<file path="config.mk">
export PLATFORM = sky130hd
export DESIGN_NAME = mac_slice
export DESIGN_NICKNAME = d
export VERILOG_FILES = /design/src/rtl/mac_slice_pkg.sv /design/src/rtl/mac_preadd_stage.sv /design/src/rtl/mac_mult_stage.sv /design/src/rtl/mac_alu_stage.sv /design/src/rtl/mac_slice.sv
export SDC_FILE = /design/constraint.sdc
export NUM_CORES = 2
export LEC_CHECK = 0
export BUFFER_PORTS_ARGS = -buffer_cell sky130_fd_sc_hd__buf_4
export CAP_MARGIN = 30
export CORE_MARGIN = 3
export CORE_UTILIZATION = 45
export DETAILED_ROUTE_END_ITERATION = 16
export SLEW_MARGIN = 20
export SYNTH_ARGS = -nofsm -noshare
export SYNTH_HDL_FRONTEND = slang
export SYNTH_SLANG_ARGS = --single-unit
</file>
<file path="constraint.sdc">
create_clock -name clk -period 6.3 [get_ports clk]
set_input_delay 0 -clock clk [delete_from_list [all_inputs] [get_ports clk]]
set_output_delay 0 -clock clk [all_outputs]
set_load 0.01 [all_outputs]
</file>
<file path="src/rtl/mac_slice_pkg.sv">
package mac_slice_pkg;

    typedef enum logic [1:0] {
        Z_ZERO = 2'd0,
        Z_CASC = 2'd1,
        Z_SELF = 2'd2,
        Z_CREG = 2'd3
    } zsrc_t;

    typedef enum logic [1:0] {
        OP_ADD     = 2'd0,
        OP_NEG_Z   = 2'd1,
        OP_NEG_ALL = 2'd2,
        OP_SUB     = 2'd3
    } aluop_t;

    typedef struct packed {
        logic   presub;
        zsrc_t  zsrc;
        aluop_t op;
    } mode_t;

endpackage

</file>
<file path="src/rtl/mac_preadd_stage.sv">
module mac_preadd_stage
    import mac_slice_pkg::*;
#(
    parameter int AW = 25,
    parameter int BW = 18,
    parameter int PW = 48,
    localparam int ADW = AW + 1
) (
    input  logic                  clk,
    input  logic                  rst,
    input  logic                  ce_a1,
    input  logic                  ce_a2,
    input  logic                  ce_b1,
    input  logic                  ce_b2,
    input  logic                  ce_c,
    input  mode_t                 mode_in,
    input  logic signed [AW-1:0]  a_in,
    input  logic signed [AW-1:0]  d_in,
    input  logic signed [BW-1:0]  b_in,
    input  logic signed [PW-1:0]  c_in,
    output logic signed [ADW-1:0] ad_s2,
    output logic signed [BW-1:0]  b_s2,
    output logic signed [PW-1:0]  c_s2,
    output mode_t                 mode_s2
);

    logic signed [AW-1:0]  a_s1, d_s1;
    logic signed [BW-1:0]  b_s1;
    logic signed [PW-1:0]  c_s1;
    mode_t                 mode_s1;
    logic signed [ADW-1:0] ad_next;

    // stage 1: input capture
    always_ff @(posedge clk) begin
        if (rst) begin
            a_s1    <= '0;
            d_s1    <= '0;
            b_s1    <= '0;
            c_s1    <= '0;
            mode_s1 <= '0;
        end else begin
            if (ce_a1) begin
                a_s1    <= a_in;
                d_s1    <= d_in;
                mode_s1 <= mode_in;
            end
            if (ce_b1) b_s1 <= b_in;
            if (ce_c)  c_s1 <= c_in;
        end
    end

    always_comb begin
        if (mode_s1.presub)
            ad_next = $signed({a_s1[AW-1], a_s1}) - $signed({d_s1[AW-1], d_s1});
        else
            ad_next = $signed({a_s1[AW-1], a_s1}) + $signed({d_s1[AW-1], d_s1});
    end

    // stage 2: pre-adder result
    always_ff @(posedge clk) begin
        if (rst) begin
            ad_s2   <= '0;
            b_s2    <= '0;
            c_s2    <= '0;
            mode_s2 <= '0;
        end else begin
            if (ce_a2) begin
                ad_s2   <= ad_next;
                mode_s2 <= mode_s1;
            end
            if (ce_b2) b_s2 <= b_s1;
            if (ce_c)  c_s2 <= c_s1;
        end
    end

endmodule

</file>
<file path="src/rtl/mac_mult_stage.sv">
module mac_mult_stage
    import mac_slice_pkg::*;
#(
    parameter int AW = 25,
    parameter int BW = 18,
    parameter int PW = 48,
    localparam int ADW = AW + 1,
    localparam int MW  = ADW + BW
) (
    input  logic                  clk,
    input  logic                  rst,
    input  logic                  ce_m,
    input  logic                  ce_c,
    input  logic signed [ADW-1:0] ad_s2,
    input  logic signed [BW-1:0]  b_s2,
    input  logic signed [PW-1:0]  c_s2,
    input  mode_t                 mode_s2,
    output logic signed [PW-1:0]  m_ext,
    output logic signed [PW-1:0]  c_s3,
    output zsrc_t                 zsrc_s3,
    output aluop_t                op_s3
);

    logic signed [MW-1:0] m_s3;

    // stage 3: product register
    always_ff @(posedge clk) begin
        if (rst) begin
            m_s3    <= '0;
            c_s3    <= '0;
            zsrc_s3 <= Z_ZERO;
            op_s3   <= OP_ADD;
        end else begin
            if (ce_m) begin
                m_s3    <= ad_s2 * b_s2;
                zsrc_s3 <= mode_s2.zsrc;
                op_s3   <= mode_s2.op;
            end
            if (ce_c) c_s3 <= c_s2;
        end
    end

    assign m_ext = {{(PW-MW){m_s3[MW-1]}}, m_s3};

endmodule

</file>
<file path="src/rtl/mac_alu_stage.sv">
module mac_alu_stage
    import mac_slice_pkg::*;
#(
    parameter int PW = 48
) (
    input  logic                 clk,
    input  logic                 rst,
    input  logic                 ce_p,
    input  zsrc_t                zsrc_s3,
    input  aluop_t               op_s3,
    input  logic signed [PW-1:0] m_ext,
    input  logic signed [PW-1:0] c_s3,
    input  logic signed [PW-1:0] pc_in,
    output logic signed [PW-1:0] p_reg
);

    logic signed [PW-1:0] z_op;
    logic signed [PW-1:0] p_next;

    always_comb begin
        unique case (zsrc_s3)
            Z_ZERO: z_op = '0;
            Z_CASC: z_op = pc_in;
            Z_SELF: z_op = p_reg;
            Z_CREG: z_op = c_s3;
        endcase
    end

    always_comb begin
        unique case (op_s3)
            OP_ADD:     p_next = z_op + m_ext;
            OP_NEG_Z:   p_next = m_ext - z_op;
            OP_NEG_ALL: p_next = ~(z_op + m_ext);
            OP_SUB:     p_next = z_op - m_ext;
        endcase
    end

    // stage 4: result register
    always_ff @(posedge clk) begin
        if (rst)       p_reg <= '0;
        else if (ce_p) p_reg <= p_next;
    end

endmodule

</file>
<file path="src/rtl/mac_slice.sv">
module mac_slice
    import mac_slice_pkg::*;
#(
    parameter int AW = 25,
    parameter int BW = 18,
    parameter int PW = 48,
    parameter int S  = 0,
    localparam int ADW = AW + 1
) (
    input  logic          clk,
    input  logic          rst,
    input  logic          ce_a1,
    input  logic          ce_a2,
    input  logic          ce_b1,
    input  logic          ce_b2,
    input  logic          ce_c,
    input  logic          ce_m,
    input  logic          ce_p,
    input  logic [4:0]    mode,
    input  logic [AW-1:0] a_in,
    input  logic [AW-1:0] d_in,
    input  logic [BW-1:0] b_in,
    input  logic [PW-1:0] c_in,
    input  logic [PW-1:0] pc_in,
    output logic [PW-1:0] pc_out,
    output logic [PW-1-S:0] p_out
);

    logic signed [ADW-1:0] ad_s2;
    logic signed [BW-1:0]  b_s2;
    logic signed [PW-1:0]  c_s2, c_s3, m_ext, p_reg;
    mode_t                 mode_s2;
    zsrc_t                 zsrc_s3;
    aluop_t                op_s3;

    mac_preadd_stage #(.AW(AW), .BW(BW), .PW(PW)) u_pre (
        .clk     (clk),
        .rst     (rst),
        .ce_a1   (ce_a1),
        .ce_a2   (ce_a2),
        .ce_b1   (ce_b1),
        .ce_b2   (ce_b2),
        .ce_c    (ce_c),
        .mode_in (mode_t'(mode)),
        .a_in    ($signed(a_in)),
        .d_in    ($signed(d_in)),
        .b_in    ($signed(b_in)),
        .c_in    ($signed(c_in)),
        .ad_s2   (ad_s2),
        .b_s2    (b_s2),
        .c_s2    (c_s2),
        .mode_s2 (mode_s2)
    );

    mac_mult_stage #(.AW(AW), .BW(BW), .PW(PW)) u_mul (
        .clk     (clk),
        .rst     (rst),
        .ce_m    (ce_m),
        .ce_c    (ce_c),
        .ad_s2   (ad_s2),
        .b_s2    (b_s2),
        .c_s2    (c_s2),
        .mode_s2 (mode_s2),
        .m_ext   (m_ext),
        .c_s3    (c_s3),
        .zsrc_s3 (zsrc_s3),
        .op_s3   (op_s3)
    );

    mac_alu_stage #(.PW(PW)) u_alu (
        .clk     (clk),
        .rst     (rst),
        .ce_p    (ce_p),
        .zsrc_s3 (zsrc_s3),
        .op_s3   (op_s3),
        .m_ext   (m_ext),
        .c_s3    (c_s3),
        .pc_in   ($signed(pc_in)),
        .p_reg   (p_reg)
    );

    assign pc_out = p_reg;
    assign p_out  = p_reg[PW-1:S];

endmodule

</file>
==> results.py <==
metrics = {
    "power": {
        "p_per_area_nw_per_um2": 177,
        "netSwitchingPower_mw": 3.25,
        "combPwrFrac_pct": 39.1,
        "power.leakage_nw": 23.4,
        "irDropWorstVdd_mv": 0.210,
        "swShare_pct": 37.6,
        "power_frac_seq_pct": 30.0,
        "p_total_mw": 8.63,
        "clockPowerShare_pct": 30.9,
        "internal-power_mw": 5.39,
    },
    "placement": {
        "gp_congestion": 0.966,
        "dp_slack_ns": -0.497,
        "io_buffers": 273,
        "hpwl_mm": 101,
        "place_inst": 6215,
    },
    "worst_setup_path": {
        "ff2ff_path_depth": 25,
        "cp_max_fo": 7,
        "crit_path_end_kind": "flip-flop",
        "crit_required_ns": 6.85,
        "slowest_delay_ns": 0.57,
        "crit_type": "flip-flop to flip-flop",
        "start_kind": "flip-flop",
        "critPathMostFrequentCell": "fa_1",
        "cp_slowest_cell": "fa_1",
        "worstPathArrival_ns": 6.86,
    },
    "global_route": {
        "grt_pass1_vias": 35400,
        "grt_pass1_wl_mm": 201,
        "grt_max_degree": 100,
        "antenna_found_initial": 2,
        "grt_overflow": 0,
        "grt_usage_pct": 27.1,
    },
    "clock_network": {
        "ctsHtreeMaxLevel": 2,
        "clock-root-buffer": "clkbuf_16",
        "insertion_delay_ns": 0.62,
        "cts_tree": "done",
        "cts.sinks": 361,
        "cts_inserted_buffers": 46,
        "path_clk_slew_ns": 0.06,
        "clock_path_buffers": 3,
    },
    "cells_and_area": {
        "final_cells": 6486,
        "antenna_cells": 0,
        "fin_nets": 6207,
        "area_delta_synth_final_pct": 19.7,
        "drive_gt1_share_pct": 15.1,
    },
    "timing": {
        "setup_viol": 1,
        "min_period_over_period_pct": 100,
        "max-slew-margin-rel_pct": 32.9,
        "setup_ws_ns": -0.0130,
        "maxSlewViolCount": 0,
        "rsz0062_at_grt": "yes",
        "finalHoldViolCount": 0,
        "tightest_slew_ns": 1.00,
        "finalCriticalPeriod_ns": 6.31,
        "max_freq_mhz": 158,
        "fin_skew_ns": 0.0344,
    },
    "outcome": {
        "violations": "setup timing",
        "status": "finished, violations left",
    },
    "yosys": {
        "synth_ff_type": "dfxtp_1",
        "yosys-top-cells-area": "fa_1, dfxtp_1, ha_1, mux2i_1, inv_1",
        "syn_inst": 4867,
        "yosys.cell_types.count": 83,
        "yosys.cell_count.top_type": "inv_1",
        "synthTopCellsByCount": "inv_1, nor2_1, fa_1",
        "synth.avg_cell_area_um2": 8.36,
        "yosysTopAreaCell": "fa_1",
        "async_flop_share_pct": 0,
        "netlist_area_um2": 40700,
        "synth_seq_cells": 361,
        "yosysWarnings": 0,
        "synth-edff-count": 0,
        "ys_seq_area_share_pct": 17.8,
        "synthesis.nets": 5783,
        "yosysTopAreaCellShare_pct": 22.7,
    },
    "routing": {
        "first_pass_iters": 6,
        "drcViolationCount": 0,
        "first_iter_violations": 2575,
        "avgViaCountPerCell": 5.42,
        "num_vias": 35200,
        "drt-wirelength-per-cell_um": 19.9,
        "totalWireLength_mm": 129,
        "ant_nets": 0,
    },
    "floorplanning": {
        "core-area_um2": 89100,
        "ios": 274,
        "initial_core_util_pct": 45.7,
        "die_area_um2": 94000,
        "core.rowCount": 109,
        "die_h_um": 307,
        "fp.dieW_um": 307,
    },
    "hold_path": {
        "worstHoldPathCells": 3,
        "hp-class": "input pin to flip-flop",
    },
    "flow_run": {
        "max_cap_viol_count": 0,
    },
}
==> final cells by class <==
type,instances,area [um^2]
fill,8333,40300
multi-input combinational,3492,29800
sequential,361,7320
timing repair buffer,698,6050
inverter,692,2600
tap,1165,1460
clock buffer,66,1350
clock inverter,12,148
==> metrics by stage <==
step,instance area [um^2],hold WS (ns),util (%),TNS (ns)
detailed placement,44700,0.241,50.2,-5.59
floorplan,40800,0.147,-,-0.00207
global placement,44700,0.233,50.1,-5.06
global route,48700,0.128,54.7,-2.00
CTS,48200,0.0608,54.2,0
finish,48700,0.0948,54.7,-0.0130
==> cell families (layout without fill, tap and decap cells) <==
| logic type | Yosys count | in the layout | share of synthesized area, % |
|---|---|---|---|
| buffers and inverters | 1014 | 1468 | 10.0 |
| AO/OA/AOI/OAI | 880 | 880 | 14.1 |
| adder cells (fa/ha/maj) | 738 | 738 | 31.2 |
| XOR/XNOR | 133 | 133 | 2.86 |
| flip-flops | 361 | 361 | 17.8 |
| AND/OR/NAND/NOR | 1396 | 1396 | 15.4 |
| multiplexers | 345 | 345 | 8.65 |
==> path summary, 6_finish.rpt <==
kind                   from        endpoint  slack [ns]
min                   ce_a1   u_pre.a_s1[7]        0.09
min reg2reg  u_mul.c_s3[17]  u_mul.c_s3[17]        0.49
max reg2reg   u_pre.b_s2[7]  u_mul.m_s3[40]       -0.01
max           u_pre.b_s2[7]  u_mul.m_s3[40]       -0.01
==> placed cells by master, fill, tap and decap left out, types with 16 or more instances in the layout <==
cell type	n
or3_1	16
fa_1	447
nand3_1	29
inv_1	677
ha_1	265
a21oi_1	278
nor2_1	551
a211oi_1	54
nand2b_1	27
dlygate4sd3_1	173
dfxtp_4	19
nor3_1	58
o21bai_1	53
a22oi_1	50
nor2b_1	20
nand2_1	411
a21o_1	56
xor2_1	30
buf_6	21
buf_12	20
xnor2_1	102
mux2i_1	292
and2_1	162
dfxtp_2	16
o21a_1	31
mux2_2	53
o21ai_0	121
clkbuf_16	48
a31oi_1	29
buf_4	478
o31ai_1	21
nor4_1	19
nand4_1	37
o211ai_1	26
dfxtp_1	326
==> worst max-delay path, delay by kind of cell (launching register included) <==
kind | cells | cell delay (ns)
adder cells (fa/ha/maj) | 7 | 3.32
AO/OA/AOI/OAI | 7 | 1.18
AND/OR/NAND/NOR | 4 | 0.62
buffers and inverters | 6 | 0.50
flip-flops | 1 | 0.36
multiplexers | 1 | 0.27
==> repair_timing <==
item	CTS	global route
resized for setup	80	104
hold buffers	173	0
endpoints found under the setup margin	20	22
endpoints found under the hold margin	218	0
buffers inserted	9	12
cloned	0	1
pin swaps	23	65
==> power groups by stage <==
stage               Combinational, mW  Sequential, mW  Clock [mW]
floorplan                        1.99            2.55           0
global placement                 3.09            2.65           0
detailed placement               3.09            2.65           0
CTS                              3.24            2.60        2.74
global route                     3.65            2.61        2.82
finish                           3.37            2.59        2.67
==> metal layers <==
layer	GRT usage (%)	up-vias	part of all wire, %
li1	-	16700	-
met1	36.7	17300	44
met2	45.3	985	47
met3	3.20	183	5.1
met4	8.88	2	3.4
met5	0.859	-	0.059
Note: power is estimated with default switching activity, not from simulation.
